File: src/rtl/rtcd_pkg.sv
package rtcd_pkg;
    // status word bit positions (fixed by the bus standard's reply layout)
    localparam int unsigned ST_MSG_ERR  = 10;
    localparam int unsigned ST_SVC_REQ  = 8;
    localparam int unsigned ST_BUSY     = 3;
    localparam int unsigned ST_SS_FLAG  = 2;
    localparam int unsigned ST_DYN_BUS  = 1;
    localparam int unsigned ST_TERM_ERR = 0;
endpackage

File: src/rtl/rtcd_strap_check.sv
module rtcd_strap_check #(
    parameter int ADDR_W = 5
) (
    input  logic [ADDR_W-1:0] strap_addr,
    input  logic              strap_par,
    output logic              strap_ok
);
    always_comb begin
        strap_ok = ^{strap_addr, strap_par};
    end
endmodule

File: src/rtl/rtcd_field_split.sv
module rtcd_field_split #(
    parameter int ADDR_W = 5,
    parameter int SUB_W  = 5,
    parameter int WC_W   = 5
) (
    input  logic [ADDR_W+SUB_W+WC_W:0] cmd_word,
    output logic [ADDR_W-1:0]          addr,
    output logic                       tr,
    output logic [WC_W-1:0]            wc,
    output logic                       is_bcast,
    output logic                       is_mode
);
    localparam int WORD_W = ADDR_W + 1 + SUB_W + WC_W;
    localparam int TR_POS = SUB_W + WC_W;

    logic [SUB_W-1:0] sub;

    always_comb begin
        addr     = cmd_word[WORD_W-1 -: ADDR_W];
        tr       = cmd_word[TR_POS];
        sub      = cmd_word[TR_POS-1 -: SUB_W];
        wc       = cmd_word[WC_W-1:0];
        is_bcast = &addr;
        is_mode  = (sub == '0) || (&sub);
    end
endmodule

File: src/rtl/rt_cmd_decoder.sv
module rt_cmd_decoder #(
    parameter int ADDR_W = 5,
    parameter int SUB_W  = 5,
    parameter int WC_W   = 5,
    parameter int WORD_W = 16
) (
    input  logic              clk,
    input  logic              rst_n,
    input  logic [WORD_W-1:0] cmd_word,
    input  logic              cmd_stb,
    input  logic [ADDR_W-1:0] strap_addr,
    input  logic              strap_par,
    input  logic              ill_cmd,
    input  logic              ss_busy,
    input  logic              ss_flag,
    input  logic              svc_req,
    input  logic              ss_err,
    input  logic              dyn_bus_acc,
    output logic              strap_fault,
    output logic              bcast_n,
    output logic              mode_cmd,
    output logic              tr_bit,
    output logic [WC_W-1:0]   wc_field,
    output logic [WC_W:0]     word_total,
    output logic              reply_en,
    output logic [WORD_W-1:0] status_word
);
    import rtcd_pkg::*;

    localparam logic [WC_W:0] FULL_CNT = {1'b1, {WC_W{1'b0}}};

    typedef struct packed {
        logic              fault;
        logic              bcast;
        logic              mode;
        logic              tr;
        logic [WC_W-1:0]   wc;
        logic [WC_W:0]     total;
        logic              reply;
        logic [WORD_W-1:0] status;
    } dec_state_t;

    dec_state_t st_d, st_q;

    logic              strap_ok;
    logic [ADDR_W-1:0] cmd_addr;
    logic              cmd_tr, cmd_bcast, cmd_mode;
    logic [WC_W-1:0]   cmd_wc;
    logic              accept;

    rtcd_strap_check #(.ADDR_W(ADDR_W)) u_strap (
        .strap_addr (strap_addr),
        .strap_par  (strap_par),
        .strap_ok   (strap_ok)
    );

    rtcd_field_split #(.ADDR_W(ADDR_W), .SUB_W(SUB_W), .WC_W(WC_W)) u_split (
        .cmd_word (cmd_word),
        .addr     (cmd_addr),
        .tr       (cmd_tr),
        .wc       (cmd_wc),
        .is_bcast (cmd_bcast),
        .is_mode  (cmd_mode)
    );

    always_comb begin
        st_d       = st_q;
        st_d.fault = !strap_ok;
        accept     = cmd_stb && strap_ok && (cmd_bcast || (cmd_addr == strap_addr));
        if (cmd_stb) begin
            st_d.reply = accept && !cmd_bcast && !ill_cmd;
        end
        if (accept) begin
            st_d.bcast = cmd_bcast;
            st_d.mode  = cmd_mode;
            st_d.tr    = cmd_tr;
            st_d.wc    = cmd_wc;
            if (cmd_mode) begin
                st_d.total = '0;
            end else if (cmd_wc == '0) begin
                st_d.total = FULL_CNT;
            end else begin
                st_d.total = {1'b0, cmd_wc};
            end
            st_d.status                       = '0;
            st_d.status[WORD_W-1 -: ADDR_W]   = strap_addr;
            st_d.status[ST_MSG_ERR]           = ill_cmd;
            st_d.status[ST_SVC_REQ]           = svc_req;
            st_d.status[ST_BUSY]              = ss_busy;
            st_d.status[ST_SS_FLAG]           = ss_flag;
            st_d.status[ST_DYN_BUS]           = dyn_bus_acc && cmd_mode && !ill_cmd;
            st_d.status[ST_TERM_ERR]          = ss_err;
        end
    end

    always_ff @(posedge clk) begin
        if (!rst_n) begin
            st_q <= '0;
        end else begin
            st_q <= st_d;
        end
    end

    assign strap_fault = st_q.fault;
    assign bcast_n     = !st_q.bcast;
    assign mode_cmd    = st_q.mode;
    assign tr_bit      = st_q.tr;
    assign wc_field    = st_q.wc;
    assign word_total  = st_q.total;
    assign reply_en    = st_q.reply;
    assign status_word = st_q.status;


    bad_strap_no_reply_chk: assert property (@(posedge clk) disable iff (!rst_n)
        (cmd_stb && !strap_ok) |=> !reply_en);


    illegal_no_reply_chk: assert property (@(posedge clk) disable iff (!rst_n)
        (cmd_stb && ill_cmd) |=> !reply_en);


    bcast_no_reply_chk: assert property (@(posedge clk) disable iff (!rst_n)
        !bcast_n |-> !reply_en);


    idle_hold_chk: assert property (@(posedge clk) disable iff (!rst_n)
        !cmd_stb |=> ($stable(wc_field) && $stable(status_word) && $stable(reply_en)));


    mode_no_words_chk: assert property (@(posedge clk) disable iff (!rst_n)
        mode_cmd |-> (word_total == '0));


    dyn_bus_mode_only_chk: assert property (@(posedge clk) disable iff (!rst_n)
        status_word[ST_DYN_BUS] |-> (mode_cmd && !status_word[ST_MSG_ERR]));
endmodule

File: config.mk
export PLATFORM = sky130hd
export DESIGN_NAME = rt_cmd_decoder
export DESIGN_NICKNAME = d
export VERILOG_FILES = /design/src/rtl/rtcd_pkg.sv /design/src/rtl/rtcd_strap_check.sv /design/src/rtl/rtcd_field_split.sv /design/src/rtl/rt_cmd_decoder.sv
export SDC_FILE = /design/constraint.sdc
export NUM_CORES = 1
export LEC_CHECK = 0
export ABC_AREA = 1
export BUFFER_PORTS_ARGS = -buffer_cell sky130_fd_sc_hd__clkbuf_2
export CELL_PAD_IN_SITES_DETAIL_PLACEMENT = 2
export CELL_PAD_IN_SITES_GLOBAL_PLACEMENT = 2
export CORE_MARGIN = 8
export CORE_UTILIZATION = 25
export CTS_BUF_LIST = sky130_fd_sc_hd__clkbuf_4
export DETAILED_ROUTE_END_ITERATION = 8
export PLACE_DENSITY_LB_ADDON = 0.1
export SLEW_MARGIN = 20
export SYNTH_ARGS = -nofsm -noshare
export SYNTH_HDL_FRONTEND = slang
export SYNTH_SLANG_ARGS = --single-unit
File: constraint.sdc
create_clock -name clk -period 1.84 [get_ports clk]
set_clock_uncertainty 0.15 [all_clocks]
set_input_delay 0.276 -clock clk [delete_from_list [all_inputs] [get_ports clk]]
set_output_delay 0.276 -clock clk [all_outputs]
set_load 0.05 [all_outputs]
==> impl_metrics.env <==
export IMPL_status="complete, no violations"
export IMPL_crit_chain="inv_1, clkbuf_2"
export IMPL_layout_min_cycle_time_ns=1.45
export IMPL_power_switching_uw=377
export IMPL_clk_pin_slew_ns=0.16
export IMPL_fillCellCount=797
export IMPL_cts_htree_levels=1
export IMPL_powerDensity_mw_per_mm2=635
export IMPL_antennaDiodeCount=0
export IMPL_crit_required_ns=1.41
export IMPL_fin_area_sq_mm=0.00179
export IMPL_min_from="cmd_word[3]"
export IMPL_synthCells=229
export IMPL_cts_root_buffer="clkbuf_4"
export IMPL_hold_depth=3
export IMPL_fp_row_count=28
export IMPL_num_nets_final=300
export IMPL_rsz0062_at_grt="no"
export IMPL_first_global_vias=1598
export IMPL_grtUsageTotal_pct=9.94
export IMPL_path_class="reg -> out"
export IMPL_finalHoldWorstSlack_ns=0.0284
export IMPL_clk_latency_ns=0.33
export IMPL_ys_ff_latch=27
export IMPL_dp_hpwl_mm=3.67
export IMPL_worstReg2RegEnd="word_total[5]"
export IMPL_critPathMaxStageDelay_ns=0.37
export IMPL_max_vdd_ir_drop_v=0.000232
export IMPL_stdcell_count=343
export IMPL_ant_nets=0
export IMPL_crit_buf_inv=2
export IMPL_startpoint_type="flip-flop"
export IMPL_yosysSeqAreaShare_pct=34.9
export IMPL_worstRegToRegCells=2
export IMPL_wl_mm=4.37
export IMPL_p_leak_nw=0.910
export IMPL_firstDrtPassIters=4
export IMPL_p_clk_share_pct=24.1
export IMPL_cp_max_fo=2
export IMPL_p_int_uw=763
export IMPL_finalCritPeriodShare_pct=78.9
export IMPL_slew_viol_final=0
export IMPL_p_comb_share_pct=23.0
export IMPL_cts_sinks=27
export IMPL_reg2reg_slack_ns=1.02
export IMPL_fin_setup_tns_ns=0
export IMPL_vias_per_cell=4.22
export IMPL_dr_first_iter_drc_count=28
export IMPL_die_h_um=94.7
export IMPL_cts_hold_buf=0
export IMPL_cp_top_family="flip-flops"
export IMPL_pre_cts_ws_ns=0.0696
export IMPL_drive_above_1_share_pct=31.0
export IMPL_core_area_sq_mm=0.00596
export IMPL_cts_setup_buffers=0
export IMPL_cts_tree="yes"
export IMPL_fmax_ghz=0.689
export IMPL_placed_area_sq_mm=0.00176
export IMPL_power_share_sequential_pct=52.9
export IMPL_clk_path_buf_depth=2
export IMPL_reg2reg_from="word_total[5]"
export IMPL_cp_end_kind="output pin"
export IMPL_gr_total_overflow=0
export IMPL_switching_share_pct=33.0
export IMPL_numCtsBuffers=3
export IMPL_dp_cells=339
export IMPL_worst_path_max_delay_cell="dfxtp_1"
export IMPL_wire_per_inst_um=12.7
export IMPL_hold_class="in -> reg"
export IMPL_ctsResizeCount=0
export IMPL_cp_data_arrival_time_ns=1.03
export IMPL_yosysWarnings=0
export IMPL_portBuffers=57
export IMPL_antenna_found_initial=0
export IMPL_initial_utilization_pct=26.0
export IMPL_globalplace_congestion=0.674
export IMPL_drc=0
export IMPL_cap_violations=0
export IMPL_holdPathEnd="wc_field[3]"
export IMPL_syn_area_sq_mm=0.00155
export IMPL_io_pins=63
export IMPL_postLayoutSetupSlackWorst_ns=0.389
export IMPL_grt_pass1_wl_mm=7.20
export IMPL_dieWidth_um=94.7
export IMPL_grt_max_degree=17
export IMPL_hold_viol=0
export IMPL_syn2layout_area_growth_pct=15.9
export IMPL_die_area_sq_mm=0.00896
export IMPL_yosysUniqueCellTypes=22
export IMPL_syn_area_per_cell_sq_um=6.76
export IMPL_setup_violations=0
export IMPL_vias=1447
## routing by layer
metal  global-route usage [%]  share of wire, %
met2                     17.0                46
met3                     2.54               6.5
met5                        0                 0
met1                     11.9                47
met4                     3.12              0.62
## state kept, by name (all words and copies together), names as in the netlist
name / count
mode_cmd: 1
reply_en: 1
st_q: 1
status_word: 11
strap_fault: 1
tr_bit: 1
wc_field: 5
word_total: 6
## cell usage after synthesis (all sizes together)
library cell,number,area [sq um]
nand2,55,224
nor2,46,191
buf,32,255
dfxtp,27,541
inv,24,90.1
a21oi,17,96.4
o21ai,12,60.1
nand3,6,30.0
clkbuf,2,7.51
nand4,2,12.5
xnor2,2,17.5
clkinv,1,3.75
conb,1,3.75
nor4,1,6.26
xor2,1,8.76
## worst max path at each step
stage | from | end | slack [ns] | cells past startpoint
floorplan | strap_addr[0] | st_q[30] | 0.32 | 12
global placement | strap_addr[4] | st_q[30] | 0.11 | 11
detailed placement | strap_addr[0] | st_q[30] | 0.07 | 12
CTS | st_q[30] | bcast_n | 0.35 | 2
global route | st_q[30] | bcast_n | 0.27 | 2
finish | st_q[30] | bcast_n | 0.39 | 2
## cells by family after synthesis
| logic type | Yosys count | synth area share (%) |
|---|---|---|
| buf+inv | 59 | 23.0 |
| compound gates | 29 | 10.1 |
| simple gates | 110 | 30.0 |
| xor+xnor | 3 | 1.70 |
| other cells | 1 | 0.242 |
| flops | 27 | 34.9 |
## power groups by stage
stage / combinational (mW) / clock (mW) / sequential (mW)
floorplan: 0.183 / 0 / 0.626
global placement: 0.264 / 0 / 0.615
detailed placement: 0.267 / 0 / 0.616
CTS: 0.268 / 0.299 / 0.604
global route: 0.292 / 0.326 / 0.605
finish: 0.262 / 0.275 / 0.603
## cell type report
type | count | area (sq um) | area share [%]
clock buffers | 3 | 22.5 | 1.26
clock inverters | 1 | 7.51 | 0.418
inverters | 25 | 93.8 | 5.23
multi-input cells | 147 | 666 | 37.1
flip-flops and latches | 27 | 541 | 30.1
well taps | 75 | 93.8 | 5.23
repair buffers | 65 | 370 | 20.6
## tightest hold or removal path, cell delays in order
cell and delay (ns):
clkbuf_2 0.10, nand2_1 0.06, a21oi_1 0.05
## stage by stage
stage / util (%) / power [mW]
6_report: 30.1 / 1.14
5_1_grt: 30.1 / 1.22
4_1_cts: 30.1 / 1.17
3_5_place_dp: 29.6 / 0.883
3_3_place_gp: 29.6 / 0.880
2_1_floorplan: - / 0.808
## layout by cell type (no fill, tap or decap), types with 3 or more instances in the layout
cell type  instances
clkbuf_2          57
a21oi_2            3
nand3_1            6
nor2_1            44
a21oi_1           14
conb_1             5
o21ai_0            6
o21ai_1            6
inv_1             22
clkbuf_4           3
buf_4              6
nand2_2            7
nand2_1           48
dfxtp_1           27
No activity file was read; power rests on OpenSTA's default activity.
